$ cat src/rtl/brr_pkg.sv
package brr_pkg;
  localparam int XW     = 32;
  localparam int RW     = 5;
  localparam int OPW    = 6;
  localparam int IMMW   = 16;
  localparam int JFW    = 26;
  localparam int REGION = XW - JFW - 2;
  localparam logic [RW-1:0] RA_IDX = RW'(31);

  typedef enum logic [2:0] {
    K_NONE, K_REGJ, K_ZCMP, K_JABS, K_EQ, K_NE, K_LEZ, K_GTZ
  } kind_e;

  function automatic logic [XW-1:0] seq_pc(input logic [XW-1:0] ds);
    return ds + XW'(4);
  endfunction

  function automatic logic [XW-1:0] rel_target(input logic [XW-1:0] ds,
                                               input logic [IMMW-1:0] imm);
    return ds + {{(XW-IMMW-2){imm[IMMW-1]}}, imm, 2'b00};
  endfunction

  function automatic logic [XW-1:0] abs_target(input logic [XW-1:0] ds,
                                               input logic [JFW-1:0] jf);
    return {ds[XW-1 -: REGION], jf, 2'b00};
  endfunction

  function automatic logic misaligned(input logic [XW-1:0] t);
    return |t[1:0];
  endfunction
endpackage

$ cat src/rtl/brr_decode.sv
module brr_decode
  import brr_pkg::*;
(
  input  logic [OPW-1:0] op,
  input  logic [RW-1:0]  rt_sel,
  input  logic [RW-1:0]  rd,
  input  logic [5:0]     funct,
  output kind_e          kind,
  output logic           link_ra,
  output logic           link_rd,
  output logic           ge_sel
);
  localparam logic [RW-1:0] LT_LINK = RW'(5'h10);
  localparam logic [RW-1:0] GE_LINK = RW'(5'h11);

  logic regj;
  assign regj = (funct[5:1] == 5'b00100);

  always_comb begin
    kind    = K_NONE;
    link_ra = 1'b0;
    link_rd = 1'b0;
    ge_sel  = 1'b0;
    case (op)
      OPW'(0): begin
        if (regj) begin
          kind    = K_REGJ;
          link_rd = funct[0] && (rd != '0);
        end
      end
      OPW'(1): begin
        kind    = K_ZCMP;
        ge_sel  = rt_sel[0];
        link_ra = (rt_sel == LT_LINK) || (rt_sel == GE_LINK);
      end
      OPW'(2): kind = K_JABS;
      OPW'(3): begin
        kind    = K_JABS;
        link_ra = 1'b1;
      end
      OPW'(4): kind = K_EQ;
      OPW'(5): kind = K_NE;
      OPW'(6): kind = K_LEZ;
      OPW'(7): kind = K_GTZ;
      default: kind = K_NONE;
    endcase
  end
endmodule

$ cat src/rtl/brr_cond.sv
module brr_cond
  import brr_pkg::*;
(
  input  kind_e         kind,
  input  logic          ge_sel,
  input  logic [XW-1:0] rs_val,
  input  logic [XW-1:0] rt_val,
  output logic          cond
);
  logic neg, zero;
  assign neg  = rs_val[XW-1];
  assign zero = (rs_val == '0);

  always_comb begin
    case (kind)
      K_REGJ, K_JABS: cond = 1'b1;
      K_ZCMP:         cond = ge_sel ? !neg : neg;
      K_EQ:           cond = (rs_val == rt_val);
      K_NE:           cond = (rs_val != rt_val);
      K_LEZ:          cond = neg || zero;
      K_GTZ:          cond = !neg && !zero;
      default:        cond = 1'b0;
    endcase
  end
endmodule

$ cat src/rtl/brr_target.sv
module brr_target
  import brr_pkg::*;
(
  input  kind_e          kind,
  input  logic [JFW-1:0] jfield,
  input  logic [XW-1:0]  ds_pc,
  input  logic [XW-1:0]  rs_val,
  output logic [XW-1:0]  target
);
  always_comb begin
    case (kind)
      K_REGJ:  target = rs_val;
      K_JABS:  target = abs_target(ds_pc, jfield);
      default: target = rel_target(ds_pc, jfield[IMMW-1:0]);
    endcase
  end
endmodule

$ cat src/rtl/branch_resolve.sv
module branch_resolve
  import brr_pkg::*;
(
  input  logic          clk,
  input  logic          rst_n,
  input  logic          in_valid,
  input  logic [31:0]   instr,
  input  logic [31:0]   ds_pc,
  input  logic [31:0]   rs_val,
  input  logic [31:0]   rt_val,
  output logic          out_valid,
  output logic          is_branch,
  output logic          taken,
  output logic [31:0]   next_pc,
  output logic          link_we,
  output logic [4:0]    link_idx,
  output logic [31:0]   link_value,
  output logic          addr_err,
  output logic [31:0]   bad_addr
);
  kind_e         kind;
  logic          link_ra, link_rd, ge_sel, cond;
  logic [XW-1:0] target;

  brr_decode u_dec (
    .op      (instr[31:26]),
    .rt_sel  (instr[20:16]),
    .rd      (instr[15:11]),
    .funct   (instr[5:0]),
    .kind    (kind),
    .link_ra (link_ra),
    .link_rd (link_rd),
    .ge_sel  (ge_sel)
  );

  brr_cond u_cond (
    .kind   (kind),
    .ge_sel (ge_sel),
    .rs_val (rs_val),
    .rt_val (rt_val),
    .cond   (cond)
  );

  brr_target u_tgt (
    .kind   (kind),
    .jfield (instr[JFW-1:0]),
    .ds_pc  (ds_pc),
    .rs_val (rs_val),
    .target (target)
  );

  // named internal events
  logic          fault_c, taken_c, link_c, branch_c;
  logic [XW-1:0] next_c;
  logic [RW-1:0] idx_c;

  assign branch_c = (kind != K_NONE);
  assign fault_c  = (kind == K_REGJ) && misaligned(rs_val);
  assign taken_c  = cond && !fault_c;
  assign link_c   = (link_ra || link_rd) && !fault_c;
  assign next_c   = taken_c ? target : seq_pc(ds_pc);
  assign idx_c    = !link_c ? '0 : (link_ra ? RA_IDX : instr[15:11]);

  always_ff @(posedge clk or negedge rst_n) begin
    if (!rst_n) begin
      out_valid  <= 1'b0;
      is_branch  <= 1'b0;
      taken      <= 1'b0;
      next_pc    <= '0;
      link_we    <= 1'b0;
      link_idx   <= '0;
      link_value <= '0;
      addr_err   <= 1'b0;
      bad_addr   <= '0;
    end else begin
      out_valid <= in_valid;
      if (in_valid) begin
        is_branch  <= branch_c;
        taken      <= taken_c;
        next_pc    <= next_c;
        link_we    <= link_c;
        link_idx   <= idx_c;
        link_value <= seq_pc(ds_pc);
        addr_err   <= fault_c;
        bad_addr   <= fault_c ? rs_val : '0;
      end
    end
  end

  a_r2_valid_follows: assert property (@(posedge clk) disable iff (!rst_n)
    in_valid |=> out_valid);

  a_r2_hold_when_idle: assert property (@(posedge clk) disable iff (!rst_n)
    !in_valid |=> ($stable(next_pc) && $stable(link_we) && !out_valid));

  a_r3_taken_needs_branch: assert property (@(posedge clk) disable iff (!rst_n)
    (out_valid && !is_branch) |-> (!taken && !link_we));

  a_r6_link_value: assert property (@(posedge clk) disable iff (!rst_n)
    (out_valid && link_we) |-> (link_value == $past(ds_pc) + 32'd4));

  a_r7_link_not_r0: assert property (@(posedge clk) disable iff (!rst_n)
    (out_valid && link_we) |-> (link_idx != '0));

  a_r10_fault_blocks: assert property (@(posedge clk) disable iff (!rst_n)
    (out_valid && addr_err) |-> (!taken && !link_we && bad_addr[1:0] != 2'b00));

  a_r11_fallthrough: assert property (@(posedge clk) disable iff (!rst_n)
    (out_valid && !taken) |-> (next_pc == $past(ds_pc) + 32'd4));
endmodule

$ cat config.mk
export PLATFORM = sky130hd
export DESIGN_NAME = branch_resolve
export DESIGN_NICKNAME = d
export VERILOG_FILES = /design/src/rtl/brr_pkg.sv /design/src/rtl/brr_decode.sv /design/src/rtl/brr_cond.sv /design/src/rtl/brr_target.sv /design/src/rtl/branch_resolve.sv
export SDC_FILE = /design/constraint.sdc
export NUM_CORES = 1
export LEC_CHECK = 0
export ABC_AREA = 1
export CAP_MARGIN = 20
export CORE_ASPECT_RATIO = 1.2
export CORE_UTILIZATION = 53
export CTS_CLUSTER_DIAMETER = 40
export CTS_CLUSTER_SIZE = 8
export DETAILED_ROUTE_END_ITERATION = 6
export PLACE_DENSITY = 0.87
export SETUP_SLACK_MARGIN = 0.05
export SLEW_MARGIN = 20
export SYNTH_ARGS = -nofsm -noshare
export SYNTH_HDL_FRONTEND = slang
export SYNTH_SLANG_ARGS = --single-unit
$ cat constraint.sdc
create_clock -name clk -period 1.4 [get_ports clk]
set_input_delay 0.14 -clock clk [delete_from_list [all_inputs] [get_ports clk]]
set_output_delay 0.14 -clock clk [all_outputs]
set_load 0.01 [all_outputs]
==> metrics.csv, run 1 <==
metric,value,unit
status,stopped before the end,
lastStage,4_1_cts,
error_line,[ERROR DPL-0033] detailed placement checks failed during check placement.,
synthCells,1389,
die_w,117.9,µm
dp_slack,-1.179,ns
cts_hold_buffers,1,
synth-edff-count,0,
placedCellCount,2058,
initial_utilization,54.39,%
cts_sinks,106,
synth_top_cell_by_area,dfrtp_1,
ys.flop_type,dfrtp_1,
synth_cell_types,37,
h-tree-depth,3,
dp_hpwl,32.66,mm
netlist_area,0.008541,mm²
synth_common_cells,"575 x nand2_1, 195 x inv_1, 106 x dfrtp_1, 106 x nor2_1, 78 x nand3_1",
gp_congestion,1.036,
portBuffers,236,
synth_async_sr_flop_share,100.0,%
die_y,141.1,µm
ys_ff_latch,106,
numCtsBuffers,9,
syn_nets,1551,
cts_buffer_depth,2,
post_cts_buffers,65,
avgSynthCellArea,6.149,µm²
yosys_warnings,0,
root_buffer,clkbuf_16,
synthTopCellsByArea,"dfrtp_1 31%, nand2_1 25%, inv_1 8.6%",
cts_resized,1003,
rows,50,
synth-seq-area-share,31.06,%
num_io_pins,237,
yosysMostFrequentCell,nand2_1,
netlist.area_leader.share,31.06,%
[kinds of logic after synthesis]
group	synth area share, %
xor gates and xnor gates	4.717
buffers and inverters	10.67
AOI/OAI and AO/OA	8.790
and+or+nand+nor	40.14
DFF	31.06
adders and majority gates	4.629
[per-stage QoR]
| step | TNS, ns | hold slack [ns] | util (%) | area (µm²) |
|---|---|---|---|---|
| after floorplan | -2.177 | -0.1556 | - | 9045 |
| after global placement | -78.10 | 0.1076 | 86.33 | 13560 |
| after detailed placement | -88.34 | 0.1141 | 86.33 | 13560 |
==> run 2, diff against run 1 <==
- CORE_ASPECT_RATIO: 1.2 -> not set
- CORE_UTILIZATION: 53 -> 40
- CTS_CLUSTER_DIAMETER: 40 -> not set
- CTS_CLUSTER_SIZE: 8 -> not set
- PLACE_DENSITY: 0.87 -> not set
- PLACE_DENSITY_LB_ADDON: not set -> 0.15
- SETUP_SLACK_MARGIN: 0.05 -> not set
==> metrics.csv, run 2 <==
metric,value,unit
areaGrowthSynthToFinish,87.45,%
drive_gt1_share,42.84,%
violations,negative setup slack,
worstPathArrival,1.91,ns
crit_slowest_cell,nor3_4,
worst_hold_slack,0.06221,ns
drtIter0Drc,771,
reg2reg_from,link_value[5],
synth_async_sr_flop_share,100.0,%
synth_common_cells,"575 x nand2_1, 195 x inv_1, 106 x dfrtp_1, 106 x nor2_1, 78 x nand3_1",
maxSlewViolCount,0,
synth_top_cell_by_area,dfrtp_1,
fillers,1645,
yosys_warnings,0,
critPathRequiredTime,1.66,ns
crit_end,next_pc[26],
worst_slack,-0.2487,ns
synth-seq-area-share,31.06,%
initial_utilization,40.76,%
rsz0062_at_grt,true,
placedCellCount,2125,
grt.total_usage,35.25,%
die_y,148.1,µm
wire_per_inst,18.12,µm
drtPass1Iterations,6,
grt_pass1_vias,11226,
p_leak,8.680,nW
p_seq_share,31.7,%
final_cells,2245,
post-route-period-util,117.8,%
worstPathMaxFanout,5,
rows,53,
clk_pin_slew,0.08,ns
dp_hpwl,29.64,mm
layout_common_cells,"467 x nand2_1, 313 x buf_4, 160 x inv_1",
synth_cell_types,37,
cts_buffer_depth,2,
netlist.area_leader.share,31.06,%
tightest_slew,0.4102,ns
yosysMostFrequentCell,nand2_1,
num_vias,11728,
die-area,0.02194,mm²
ys_ff_latch,106,
die_w,148.1,µm
p_int,6.801,mW
ant_nets,0,
combPwrFrac,44.3,%
fmax,606.6,MHz
nets,2127,
relSlewSlack,72.65,%
switching_share,37.05,%
vdd_drop_max,0.7550,mV
power.density,674.9,mW/mm²
portBuffers,236,
critPathKind,in2reg,
grt_pass1_wl,58.61,mm
cts_tree,yes,
crit_path_max_incr_delay,0.24,ns
num_io_pins,237,
drt-total-wl,40.69,mm
worstSetupStartpointType,input port,
netlist_area,0.008541,mm²
largestRegisters,"bad_addr: 32 flops, link_value: 32 flops, next_pc: 32 flops",
power.switching,4.004,mW
fin_skew,0,ns
power_frac_clock,24.0,%
synth-edff-count,0,
setup_viol,40,
drcViolationCount,0,
gp_congestion,0.9838,
h-tree-depth,3,
rrSetupSlack,0.66,ns
grt_overflow,0,
hold_path_class,in2reg,
grt_max_degree,56,
status,"finished, violations left",
cp_common_cell,nand2_1,
final_common_cell,nand2_1,
critical_path.startpoint,instr[29],
finalHoldViolCount,0,
syn_nets,1551,
fin_crit,1.649,ns
avgSynthCellArea,6.149,µm²
antenna_found_initial,2,
synthCells,1389,
rr_worst_depth,2,
numCtsBuffers,9,
core,0.02096,mm²
post_drt_via_cell_ratio,5.224,
ys.flop_type,dfrtp_1,
critical_path.cell_chain,"buf_2, buf_4, nor3_4, nand3_2, nand2_2, nand2_2, a21oi_4, nand4_4, buf_12, buf_12, nand3_4, nand2_1, nand2_1, nand2_1",
clock_latency,0.37,ns
r2r_end,link_value[5],
synthTopCellsByArea,"dfrtp_1 31%, nand2_1 25%, inv_1 8.6%",
drv_cap,0,
diodes,0,
crit_path_end_kind,flip-flop,
root_buffer,clkbuf_16,
cts_sinks,106,
-- run 2: cell counts after synthesis --
No cell type changed its count.
-- run 2: routing by layer --
| metal | track usage, % | vias up | share of wire [%] |
|---|---|---|---|
| met5 | 0 | - | 0.025 |
| met4 | 18.56 | 2 | 5.3 |
| met3 | 6.442 | 136 | 7.5 |
| met2 | 60.35 | 562 | 49 |
| met1 | 42.03 | 5511 | 38 |
| li1 | - | 5517 | - |
-- run 2: power groups by stage --
stage | clock (mW) | combinational [mW] | sequential, mW
4_1_cts | 2.62 | 4.32 | 3.43
5_1_grt | 2.71 | 5.11 | 3.45
3_5_place_dp | 0 | 3.96 | 3.49
3_3_place_gp | 0 | 3.93 | 3.50
6_report | 2.59 | 4.78 | 3.43
2_1_floorplan | 0 | 1.57 | 3.57
-- run 2: layout make-up --
class	count	area, µm²	share of cell area (%)
Clock buffer	9	225.2	1.407
Clock inverter	7	67.56	0.4220
Inverter	203	780.7	4.877
Multi-Input combinational cell	1051	6884	43.00
Sequential cell	106	2653	16.57
Tap cell	275	344.1	2.149
Timing Repair Buffer	594	5055	31.57
-- run 2: logic make-up after synthesis --
kind of cell	after synthesis	share of synthesized area (%)
and+or+nand+nor	832	40.14
adders and majority gates	31	4.629
buffers and inverters	236	10.67
xor gates and xnor gates	46	4.717
DFF	106	31.06
AOI/OAI and AO/OA	138	8.790
-- run 2: how the worst min path moves through the flow --
stage                     from  slack (ns)  cells past startpoint        endpoint
floorplan                rst_n       -0.16                      0        addr_err
global placement         rst_n       -0.04                      1  link_value[21]
detailed placement       rst_n       -0.04                      1  link_value[21]
CTS                   ds_pc[2]        0.09                      3   link_value[2]
global route        rs_val[22]         0.1                      3    bad_addr[22]
finish              rs_val[22]        0.06                      3    bad_addr[22]
-- run 2: timing repair --
item                                   in CTS  in global routing
setup buffers                              77                 22
cloned                                      6                  0
setup endpoints to repair                 185                101
hold buffers                                1                  1
gates resized for setup                   684                333
endpoints found under the hold margin     106                  1
pin swaps                                 157                159
-- run 2: through the flow --
stage / TNS, ns / total power [mW] / setup slack, ns / utilization (%) / cell area, µm²
2_1_floorplan: -2.063 / 5.132 / -0.1910 / - / 8997
3_3_place_gp: -92.85 / 7.428 / -1.202 / 64.92 / 13600
3_5_place_dp: -94.66 / 7.452 / -1.185 / 64.92 / 13600
4_1_cts: -5.891 / 10.37 / -0.3382 / 71.78 / 15040
5_1_grt: -9.505 / 11.27 / -0.3299 / 76.40 / 16010
6_report: -6.247 / 10.80 / -0.2487 / 76.40 / 16010
-- run 2: critical path: cells and delay by family --
kind | cells | cell delay, ns
AOI/OAI and AO/OA | 1 | 0.16
buffers and inverters | 4 | 0.61
and+or+nand+nor | 9 | 0.99
Power figures use the tool's default switching activity.
==> run 3, diff against run 2 <==
- CORE_UTILIZATION: 40 -> 53
==> metrics.csv, run 3 <==
metric,value,unit
grt_pass1_vias,17199,
dp_hpwl,29.52,mm
gp_congestion,1.041,
yosys_warnings,0,
root_buffer,clkbuf_16,
yosysMostFrequentCell,nand2_1,
synthCells,1389,
lastStage,5_1_grt,
grt.total_usage,85.06,%
netlist.area_leader.share,31.06,%
h-tree-depth,3,
synth_async_sr_flop_share,100.0,%
status,stopped before the end,
post_dp_cell_area,0.01325,mm²
synth-edff-count,0,
portBuffers,236,
syn_nets,1551,
numCtsBuffers,9,
initial_utilization,53.96,%
cts_buffer_depth,2,
ys.flop_type,dfrtp_1,
die_w,128.9,µm
grt_pass1_wl,107.8,mm
grt_overflow,217,
ys_ff_latch,106,
error_line,[ERROR GRT-0116] Global routing finished with congestion. Check the congestion regions in the DRC Viewer.,
synth_common_cells,"575 x nand2_1, 195 x inv_1, 106 x dfrtp_1, 106 x nor2_1, 78 x nand3_1",
avgSynthCellArea,6.149,µm²
synth_top_cell_by_area,dfrtp_1,
synth_cell_types,37,
synth-seq-area-share,31.06,%
cts_sinks,106,
grt_max_degree,32,
die_y,128.9,µm
netlist_area,0.008541,mm²
rows,46,
num_io_pins,237,
synthTopCellsByArea,"dfrtp_1 31%, nand2_1 25%, inv_1 8.6%",
-- run 3: cell counts after synthesis --
No cell type changed its count.
-- run 3: kinds of logic after synthesis --
family | count (synthesis) | synth area share (%)
and+or+nand+nor | 832 | 40.14
buffers and inverters | 236 | 10.67
AOI/OAI and AO/OA | 138 | 8.790
DFF | 106 | 31.06
xor gates and xnor gates | 46 | 4.717
adders and majority gates | 31 | 4.629
-- run 3: stage by stage --
| step | cells | setup WS, ns | utilization, % |
|---|---|---|---|
| floorplan | 1389 | -0.1910 | - |
| CTS | 2137 | -0.2349 | 94.92 |
| global placement | 2030 | -1.063 | 83.69 |
| detailed placement | 2030 | -1.094 | 83.69 |
-- run 3: timing repair --
action | CTS
setup buffers | 81
setup endpoints to repair | 199
hold buffers | 1
gates resized for setup | 843
gates cloned | 10
pin swaps | 203
endpoints found under the hold margin | 19
-- run 3: routing by layer --
layer  global-route usage (%)  GRT overflow
met3                    71.68             4
met4                    93.36            77
met2                    100.5           133
met5                    33.53             1
met1                    82.18             2
